--- config.mk ---
export PLATFORM = sky130hd
export DESIGN_NAME = uart_lite_regs
export DESIGN_NICKNAME = d
export VERILOG_FILES = /design/src/rtl/uart_lite_pkg.sv /design/src/rtl/uart_lite_fifo.sv /design/src/rtl/uart_lite_irq_edge.sv /design/src/rtl/uart_lite_regs.sv
export SDC_FILE = /design/constraint.sdc
export NUM_CORES = 1
export LEC_CHECK = 0
export BUFFER_PORTS_ARGS = -buffer_cell sky130_fd_sc_hd__buf_2
export CORE_MARGIN = 2
export CORE_UTILIZATION = 49
export CTS_CLUSTER_DIAMETER = 120
export DETAILED_ROUTE_END_ITERATION = 6
export GPL_ROUTABILITY_DRIVEN = 0
export GPL_TIMING_DRIVEN = 0
export PLACE_DENSITY_LB_ADDON = 0.1
export SKIP_LAST_GASP = 1
export SLEW_MARGIN = 20
export SYNTH_ARGS = -nofsm -noshare
export SYNTH_HDL_FRONTEND = slang
export SYNTH_SLANG_ARGS = --single-unit
--- constraint.sdc ---
create_clock -name clk -period 2.2 [get_ports clk]
set_input_delay 0.44 -clock clk [delete_from_list [all_inputs] [get_ports clk]]
set_output_delay 0.44 -clock clk [all_outputs]
set_load 0.02 [all_outputs]
--- src/rtl/uart_lite_pkg.sv ---
// Shared register selects and bit positions for the reduced UART front-end.
// Assumes a word-aligned map of seven registers starting at offset 0.
package uart_lite_pkg;
    typedef enum logic [2:0] {
        SEL_DATA  = 3'd0,
        SEL_RSTAT = 3'd1,
        SEL_FLAG  = 3'd2,
        SEL_MASK  = 3'd3,
        SEL_RAW   = 3'd4,
        SEL_MIS   = 3'd5,
        SEL_CLR   = 3'd6,
        SEL_NONE  = 3'd7
    } reg_sel_e;

    localparam int FLG_RXE = 0;
    localparam int FLG_RXF = 1;
    localparam int FLG_TXE = 2;
    localparam int FLG_TXF = 3;
    localparam int FLG_BSY = 4;
    localparam int FLAG_W  = 5;

    localparam int IRQ_RX  = 0;
    localparam int IRQ_TX  = 1;
    localparam int IRQ_W   = 2;
endpackage

--- src/rtl/uart_lite_fifo.sv ---
// Synchronous byte FIFO with occupancy count.
// Assumes DEPTH >= 2. A push into a full FIFO is refused even if a pop
// happens in the same cycle, and a pop from an empty FIFO is refused.
module uart_lite_fifo #(
    parameter int DW    = 8,
    parameter int DEPTH = 4
) (
    input  logic                         clk,
    input  logic                         rst_n,
    input  logic                         push,
    input  logic [DW-1:0]                push_data,
    input  logic                         pop,
    output logic [DW-1:0]                head,
    output logic [$clog2(DEPTH+1)-1:0]   count,
    output logic                         empty,
    output logic                         full,
    output logic                         push_ok,
    output logic                         pop_ok
);
    localparam int AW = $clog2(DEPTH);
    localparam int CW = $clog2(DEPTH + 1);
    localparam logic [AW-1:0] LAST = AW'(DEPTH - 1);

    logic [DW-1:0] mem [DEPTH];
    logic [AW-1:0] wr_ptr, rd_ptr;
    logic [CW-1:0] cnt_q;

    assign empty   = (cnt_q == '0);
    assign full    = (cnt_q == CW'(DEPTH));
    assign push_ok = push && !full;
    assign pop_ok  = pop && !empty;
    assign head    = mem[rd_ptr];
    assign count   = cnt_q;

    // Store the accepted byte.
    always_ff @(posedge clk) begin
        if (push_ok) mem[wr_ptr] <= push_data;
    end

    // Advance the pointers and the occupancy count.
    always_ff @(posedge clk) begin
        if (!rst_n) begin
            wr_ptr <= '0;
            rd_ptr <= '0;
            cnt_q  <= '0;
        end else begin
            if (push_ok) wr_ptr <= (wr_ptr == LAST) ? '0 : wr_ptr + 1'b1;
            if (pop_ok)  rd_ptr <= (rd_ptr == LAST) ? '0 : rd_ptr + 1'b1;
            cnt_q <= cnt_q + CW'(push_ok) - CW'(pop_ok);
        end
    end
endmodule

--- src/rtl/uart_lite_irq_edge.sv ---
// Turns a level-style masked interrupt vector into single-cycle pulses.
// A shadow keeps the bits already signalled. The shadow follows the vector
// every cycle, so bits that fall are forgotten and can pulse again later.
module uart_lite_irq_edge #(
    parameter int N = 2
) (
    input  logic         clk,
    input  logic         rst_n,
    input  logic [N-1:0] masked,
    output logic         irq
);
    logic [N-1:0] shadow_q;
    logic         irq_q;

    // Pulse on any bit that is newly set, then remember the current vector.
    always_ff @(posedge clk) begin
        if (!rst_n) begin
            shadow_q <= '0;
            irq_q    <= 1'b0;
        end else begin
            irq_q    <= |(masked & ~shadow_q);
            shadow_q <= masked;
        end
    end

    assign irq = irq_q;
endmodule

--- src/rtl/uart_lite_regs.sv ---
// Register front-end of a reduced UART. A single-cycle 32-bit register bus
// reaches data, receive-status, flag, mask, raw, masked and clear registers.
// Two internal FIFOs stand in for the line. Flags come from occupancy, and
// raw interrupt bits are set or cleared by queue events. Assumes ADDR_W >= 5
// and both depths >= 2.
module uart_lite_regs
    import uart_lite_pkg::*;
#(
    parameter int ADDR_W   = 5,
    parameter int BUS_W    = 32,
    parameter int BYTE_W   = 8,
    parameter int RX_DEPTH = 4,
    parameter int TX_DEPTH = 4
) (
    input  logic              clk,
    input  logic              rst_n,
    input  logic              req_valid,
    input  logic              req_write,
    input  logic [ADDR_W-1:0] req_addr,
    input  logic [BUS_W-1:0]  req_wdata,
    output logic [BUS_W-1:0]  rsp_rdata,
    output logic              rsp_err,
    input  logic              rx_push,
    input  logic [BYTE_W-1:0] rx_push_data,
    input  logic              tx_pop,
    output logic              tx_avail,
    output logic [BYTE_W-1:0] tx_data,
    output logic              irq
);
    localparam int RX_CW = $clog2(RX_DEPTH + 1);
    localparam int TX_CW = $clog2(TX_DEPTH + 1);
    localparam int IDX_W = ADDR_W - 2;
    localparam logic [IDX_W-1:0] REG_COUNT = IDX_W'(7);

    reg_sel_e          sel;
    logic [IDX_W-1:0]  word_idx;
    logic              data_rd, data_wr, mask_wr, clr_wr;
    logic [BYTE_W-1:0] rx_head;
    logic [RX_CW-1:0]  rx_cnt;
    logic [TX_CW-1:0]  tx_cnt;
    logic              rx_empty, rx_full, rx_push_ok, rx_pop_ok;
    logic              tx_empty, tx_full, tx_push_ok, tx_pop_ok;
    logic              rx_now_empty, tx_now_full, tx_drained;
    logic [IRQ_W-1:0]  raw_q, mask_q, clr_vec, set_vec, drop_vec;
    logic              busy_q;
    logic [FLAG_W-1:0] flags;
    logic              unused_wdata;

    assign unused_wdata = ^req_wdata[BUS_W-1:BYTE_W];
    assign word_idx     = req_addr[ADDR_W-1:2];

    // Decode the byte offset into a register select.
    always_comb begin
        sel = SEL_NONE;
        if (req_addr[1:0] == 2'b00 && word_idx < REG_COUNT)
            sel = reg_sel_e'(word_idx[2:0]);
    end

    assign data_rd = req_valid && !req_write && (sel == SEL_DATA);
    assign data_wr = req_valid &&  req_write && (sel == SEL_DATA);
    assign mask_wr = req_valid &&  req_write && (sel == SEL_MASK);
    assign clr_wr  = req_valid &&  req_write && (sel == SEL_CLR);

    uart_lite_fifo #(.DW(BYTE_W), .DEPTH(RX_DEPTH)) u_rxq (
        .clk(clk), .rst_n(rst_n),
        .push(rx_push), .push_data(rx_push_data), .pop(data_rd),
        .head(rx_head), .count(rx_cnt), .empty(rx_empty), .full(rx_full),
        .push_ok(rx_push_ok), .pop_ok(rx_pop_ok)
    );

    uart_lite_fifo #(.DW(BYTE_W), .DEPTH(TX_DEPTH)) u_txq (
        .clk(clk), .rst_n(rst_n),
        .push(data_wr), .push_data(req_wdata[BYTE_W-1:0]), .pop(tx_pop),
        .head(tx_data), .count(tx_cnt), .empty(tx_empty), .full(tx_full),
        .push_ok(tx_push_ok), .pop_ok(tx_pop_ok)
    );

    assign tx_avail = !tx_empty;

    // Detect the queue transitions that drop raw bits or clear busy.
    assign rx_now_empty = rx_pop_ok && !rx_push_ok && (rx_cnt == RX_CW'(1));
    assign tx_now_full  = tx_push_ok && !tx_pop_ok && (tx_cnt == TX_CW'(TX_DEPTH - 1));
    assign tx_drained   = tx_pop_ok && !tx_push_ok && (tx_cnt == TX_CW'(1));

    // Gather the raw-bit set, drop and clear vectors.
    always_comb begin
        set_vec          = '0;
        drop_vec         = '0;
        set_vec[IRQ_RX]  = rx_push_ok;
        set_vec[IRQ_TX]  = tx_pop_ok;
        drop_vec[IRQ_RX] = rx_now_empty;
        drop_vec[IRQ_TX] = tx_now_full;
        clr_vec          = clr_wr ? req_wdata[IRQ_W-1:0] : '0;
    end

    // Hold the raw status, mask and busy state.
    always_ff @(posedge clk) begin
        if (!rst_n) begin
            raw_q  <= '0;
            mask_q <= '0;
            busy_q <= 1'b0;
        end else begin
            raw_q <= (raw_q & ~clr_vec & ~drop_vec) | set_vec;
            if (mask_wr) mask_q <= req_wdata[IRQ_W-1:0];
            if (data_wr)         busy_q <= 1'b1;
            else if (tx_drained) busy_q <= 1'b0;
        end
    end

    // Assemble the flag word from occupancy and busy.
    always_comb begin
        flags          = '0;
        flags[FLG_RXE] = rx_empty;
        flags[FLG_RXF] = rx_full;
        flags[FLG_TXE] = tx_empty;
        flags[FLG_TXF] = tx_full;
        flags[FLG_BSY] = busy_q;
    end

    // Read mux and error response.
    always_comb begin
        rsp_rdata = '0;
        rsp_err   = 1'b0;
        if (req_valid) begin
            unique case (sel)
                SEL_DATA:  if (!req_write && !rx_empty) rsp_rdata = BUS_W'(rx_head);
                SEL_RSTAT: rsp_rdata = '0;
                SEL_FLAG:  if (!req_write) rsp_rdata = BUS_W'(flags);
                SEL_MASK:  if (!req_write) rsp_rdata = BUS_W'(mask_q);
                SEL_RAW:   if (!req_write) rsp_rdata = BUS_W'(raw_q);
                SEL_MIS:   if (!req_write) rsp_rdata = BUS_W'(raw_q & mask_q);
                SEL_CLR:   rsp_err = !req_write;
                default:   rsp_err = 1'b1;
            endcase
        end
    end

    uart_lite_irq_edge #(.N(IRQ_W)) u_irq (
        .clk(clk), .rst_n(rst_n), .masked(raw_q & mask_q), .irq(irq)
    );
endmodule

* Word level (Yosys, flattened, before mapping) *
Memory sizes are Yosys's and may differ from the RTL's. A register that Yosys moved wholly into a read port is not among the register bits.
Index checks and enable logic that the tools add are counted.

word-level totals
  bits in registers = 22
  latch bits = 0
  RAM bits = 64
  memory bits (read-only) = 0
  input bits = 51
  output and inout port bits = 43
  logic and storage cells = 104
  memories = 2

memory list
  name       depth  bits a word  rd ports  clocked after Yosys merged registers in  write ports  line                  text
  u_rxq.mem  4      8            1         1                                        1            uart_lite_fifo.sv:24  logic [DW-1:0] mem [DEPTH];
  u_txq.mem  4      8            1         1                                        1            uart_lite_fifo.sv:24

operators by class
  $add $sub $neg = 8
  $mul = 0
  div/mod/pow operators = 0
  order comparisons = 1
  eq/ne operators = 15
  shift operators = 0
  multiplexer cells = 25
  bitwise operators = 9
  reductions and logical operators = 33

operators by type and width
  operator             count
  $pmux 8 s5           1
  $mux 2               12
  $logic_and 1x1->1    18
  $mux 8               2
  $eq 3x3->1 const B   5
  $and 2x2->2          5
  $eq 3x1->1 const B   3
  $eq 3x2->1 const B   3
  $logic_not 3->1      3
  $add 2x1->2 const B  4
  $eq 2x2->1 const B   4
  $logic_not 1->1      8
  $mux 1               7
  $add 3x1->3          2
  $not 2->2            3
  $reduce_or 6->1      1
  $sub 3x1->3          2
  $mux 5               1
  $lt 3x3->1 const B   1
  $mux 3               1
  $logic_not 2->1      1
  $or 2x2->2           1
  $pmux 1 s2           1
  $reduce_bool 2->1    1
  $reduce_or 2->1      1

* Logic depth before layout (Yosys ltp) *
  depth in word-level cells = 11
  gate-level depth with buffers = 9
  gate-level depth less buffers = 9

* Modules after synthesis *
From an unflattened synthesis, not the netlist that was laid out.

second synthesis, totals
  cells, all modules = 297
  area, all modules = 4122.7 µm²

modules (own cells, without submodules)
  module                  instances  cells each  area each (µm²)  sequential area each (µm²)
  uart_lite_fifo (u_rxq)  1          95          1646.6           1141.1
  uart_lite_fifo (u_txq)  1          94          1642.8           1141.1
  uart_lite_regs          1          100         737.0            100.1
  uart_lite_irq_edge      1          8           96.3             60.1

* Worst setup path before layout *
OpenSTA, ideal clock, no wires.

  path kind = register to register
  start point = reg u_txq.cnt_q[1] (netlist: u_txq.count[1])
  end point = reg u_txq.cnt_q[2] (netlist: u_txq.count[2])
  library setup time = 78 ps
  data arrival time = 2267 ps
  required time = 2122 ps
  setup slack = -145 ps
  cell stages (with the launch flop) = 10
  path buffers = 0
  period minus slack after synthesis = 2345 ps
  cell sequence = dfxtp_1 -> o31ai_4 -> inv_2 -> ha_1 -> nor4_1 -> inv_1 -> fa_1 -> xor2_1 -> and2_1 -> nor3_1

between the ends
  elaborated cells between the ends (all ways) = 8
  those cells by class = add/sub: 2; eq/ne: 1; reduce/logical: 5

RTL lines
  element                 line                  text
  start, declared         uart_lite_fifo.sv:26  logic [CW-1:0] cnt_q;
  start signal, assigned  uart_lite_fifo.sv:49  cnt_q <= cnt_q + CW'(push_ok) - CW'(pop_ok);
  $logic_not 3->1         uart_lite_fifo.sv:28  assign empty = (cnt_q == '0);
  $logic_not 1->1         uart_lite_fifo.sv:31  assign pop_ok = pop && !empty;
  $logic_and 1x1->1       uart_lite_fifo.sv:31
  net tx_pop_ok           uart_lite_regs.sv:42  logic tx_empty, tx_full, tx_push_ok, tx_pop_ok;
  $sub 3x1->3             uart_lite_fifo.sv:49

The timed path passes the listed nets, and every way through them passes these cells.
A chain may end at the register's enable or synchronous reset.

==> run metrics <==
worst min-delay path category in -> reg; Syn Area/Cell 14.5 um^2; Hold WS 0.297 ns; Routed WL 7450 um; via count 2510; Final TNS setup 0 ns; Post-DP Area 4610 um^2; Die Footprint 9260 um^2; Yosys warning count 0; clk slew on worst S/H paths 0.10 ns; Post-CTS Hold Fix Bufs 0; initial core utilization 0.507; first-pass GRT wire length 11400 um; Yosys cell types 56; Synth Register Bits 90; DR vias/cell 5.10; post-synthesis cell count 288; Remaining DRCs 0; H-tree depth 3; Pwr per Cell Area 829 nW/um^2; # IOs 94; Async SR Flop Fraction 0; fin area 5070 um^2; sequential area share after synthesis 0.586; total track usage 0.168; number of buffers created by CTS 9; Core Region 8220 um^2; VDD IR-drop max 0.000468 V; die height 96.2 um; Tcrit/Tclk final 0.999; largest net degree at the start of global routing 20; EDFF count, synth 64; DR pass1 iterations 4; clk_skew 0.00921 ns; post-synth top area cell edfxtp_1; Period minus WS final 2.20 ns; Final #Nets 447; top cell type's share of synthesized area 0.461; Initial DRC Count 90; CP Data Arrival Time 1.76 ns; Critical Path Fanout Max 8; WL per Instance 15.1 um; FMAX 455 MHz; sequence of cells on the critical path buf_12, mux4_2, nand4_1, a31oi_1, buf_4; Die X 96.2 um; worst slew pin tran 0.570 ns; TritonCTS clock tree built; Setup-failing EPs final 0; final hold viol count 0; Max-slew headroom 0.620; P_leak 1.96 nW; share of layout cells above drive strength 1 0.395; Max-Cap Viols 0; Clock Path Buffers 2; area delta synth->final 21.8%; later-pin clock latency in the skew report 0.35 ns; CP Launch Type flip-flop; Setup CP Type reg -> out; grt ovf 0; diode count 0; final max-slew violation count 0; status completed; RSZ-0062 raised after global routing true; ANT nets after route 0; clock sinks 90; initial antenna violation count 0; CTS Root Cell clkbuf_8; critical path's slowest cell mux4_2; DP Wirelength 5130 um; I/O Buffers 44; Final Power 4.21 mW; vias in the first global route 2330; Primary FF master, synth edfxtp_1; largest cells by area after synthesis edfxtp_1 46%, dfxtp_1 12%, mux4_2 8.6%; Synth Cell Area 4170 um^2; worst path required time 1.76 ns; CP endpoint kind output port; crit-path max cell delay 0.52 ns; Rows 33; FILL cells 668
## cell families after synthesis
| family | Yosys count | synth area share |
|---|---|---|
| flops | 90 | 0.586 |
| other cells | 1 | 0.000900 |
| xor+xnor | 3 | 0.00631 |
| buf+inv | 50 | 0.0732 |
| mux | 23 | 0.103 |
| compound gates | 31 | 0.0519 |
| simple gates | 76 | 0.133 |
| fa+ha+maj | 14 | 0.0456 |
## path summary, 6_finish.rpt
check / from / to / slack [ns] / cells after the start
worst max-delay path: flip-flop / rsp_rdata[0] / 0.002 / 5
worst min-delay path: rx_push_data[2] / u_rxq.mem[2][2] / 0.30 / 1
worst max register to register: u_rxq.count[0] / u_rxq.count[2] / 0.03 / 8
worst min register to register: u_irq.shadow_q[0] / u_irq.irq / 0.43 / 1
## critical path, delay by kind of cell (launching register included)
kind,cells,cell delay [ns]
buffers and inverters,2,0.31
multiplexers,1,0.52
AND/OR/NAND/NOR,1,0.11
AO/OA/AOI/OAI,1,0.11
flip-flops,1,0.36
## stage by stage
stage / instances / worst slack, ns / utilization
2_1_floorplan: 311 / -0.00841 / -
3_3_place_gp: 460 / -0.273 / 0.562
3_5_place_dp: 460 / -0.320 / 0.562
4_1_cts: 485 / -0.0376 / 0.599
5_1_grt: 492 / -0.0682 / 0.618
6_report: 492 / 0.00203 / 0.618
## state kept, by name (all words and copies together) (netlist names), named ones only
signal / flops
mask_q: 2
u_txq.mem: 32
u_txq.rd_ptr: 2
u_rxq.mem: 32
u_txq.count: 3
raw_q: 2
u_rxq.count: 3
u_rxq.wr_ptr: 2
u_rxq.rd_ptr: 2
u_txq.wr_ptr: 2
busy_q: 1
u_irq.shadow_q: 2
u_irq.irq: 1
## final cells by class
cell class | instances | area (um^2) | share of cell area
buffer | 33 | 254 | 0.0500
multi-input combinational | 171 | 1600 | 0.315
tap | 105 | 131 | 0.0259
clock inverter | 7 | 73.8 | 0.0145
inverter | 15 | 56.3 | 0.0111
timing repair buffer | 62 | 383 | 0.0754
sequential | 90 | 2460 | 0.484
clock buffer | 9 | 124 | 0.0244
## synth_stat cells (all sizes together), types with 2 or more instances
| master | n |
|---|---|
| edfxtp | 64 |
| buf | 30 |
| dfxtp | 26 |
| mux4 | 16 |
| inv | 15 |
| and2 | 12 |
| ha | 12 |
| a21oi | 10 |
| nand3 | 10 |
| nand2 | 8 |
| mux2i | 7 |
| nor2 | 7 |
| nand4 | 6 |
| o21ai | 6 |
| clkbuf | 5 |
| nor3 | 5 |
| or3 | 5 |
| a31oi | 4 |
| and3b | 3 |
| nor2b | 3 |
| nor3b | 3 |
| fa | 2 |
| nand3b | 2 |
| nand4bb | 2 |
| nor4 | 2 |
| nor4b | 2 |
| nor4bb | 2 |
| o31ai | 2 |
| xnor2 | 2 |
## per-layer routing
metal  vias up  part of all wire  track usage
met5         -                 0            0
met4         0             0.014       0.0679
met3        10             0.043       0.0282
met2        55              0.52        0.288
met1      1219              0.42        0.213
li1       1226                 -            -
## report_power, final
| group | leakage (nW) | total, mW | switching, mW | internal [mW] |
|---|---|---|---|---|
| combinational | 1.07 | 1.05 | 0.540 | 0.514 |
| clock | 0.101 | 1.09 | 0.642 | 0.450 |
| sequential | 0.796 | 2.06 | 0.105 | 1.96 |
## cell usage in the layout, fill, tap and decap left out, types with 6 or more instances in the layout
master    count
and2_1       12
mux4_2       16
nor2_1        7
mux2i_1       7
dfxtp_1      21
o21ai_0       6
buf_2        40
conb_1       24
a21oi_1       9
edfxtp_1     64
inv_1        14
buf_4        43
buf_6         7
ha_1         11
clkbuf_8      9
nand2_1       8
nand4_1       6
nand3_1       9
## repair_timing
| item | in CTS | in global routing |
|---|---|---|
| buffers inserted | 11 | 8 |
| setup endpoints to repair | 10 | 11 |
| resized for setup | 10 | 25 |
| pin swaps | 4 | 9 |
No activity file was read; power rests on OpenSTA's default activity.
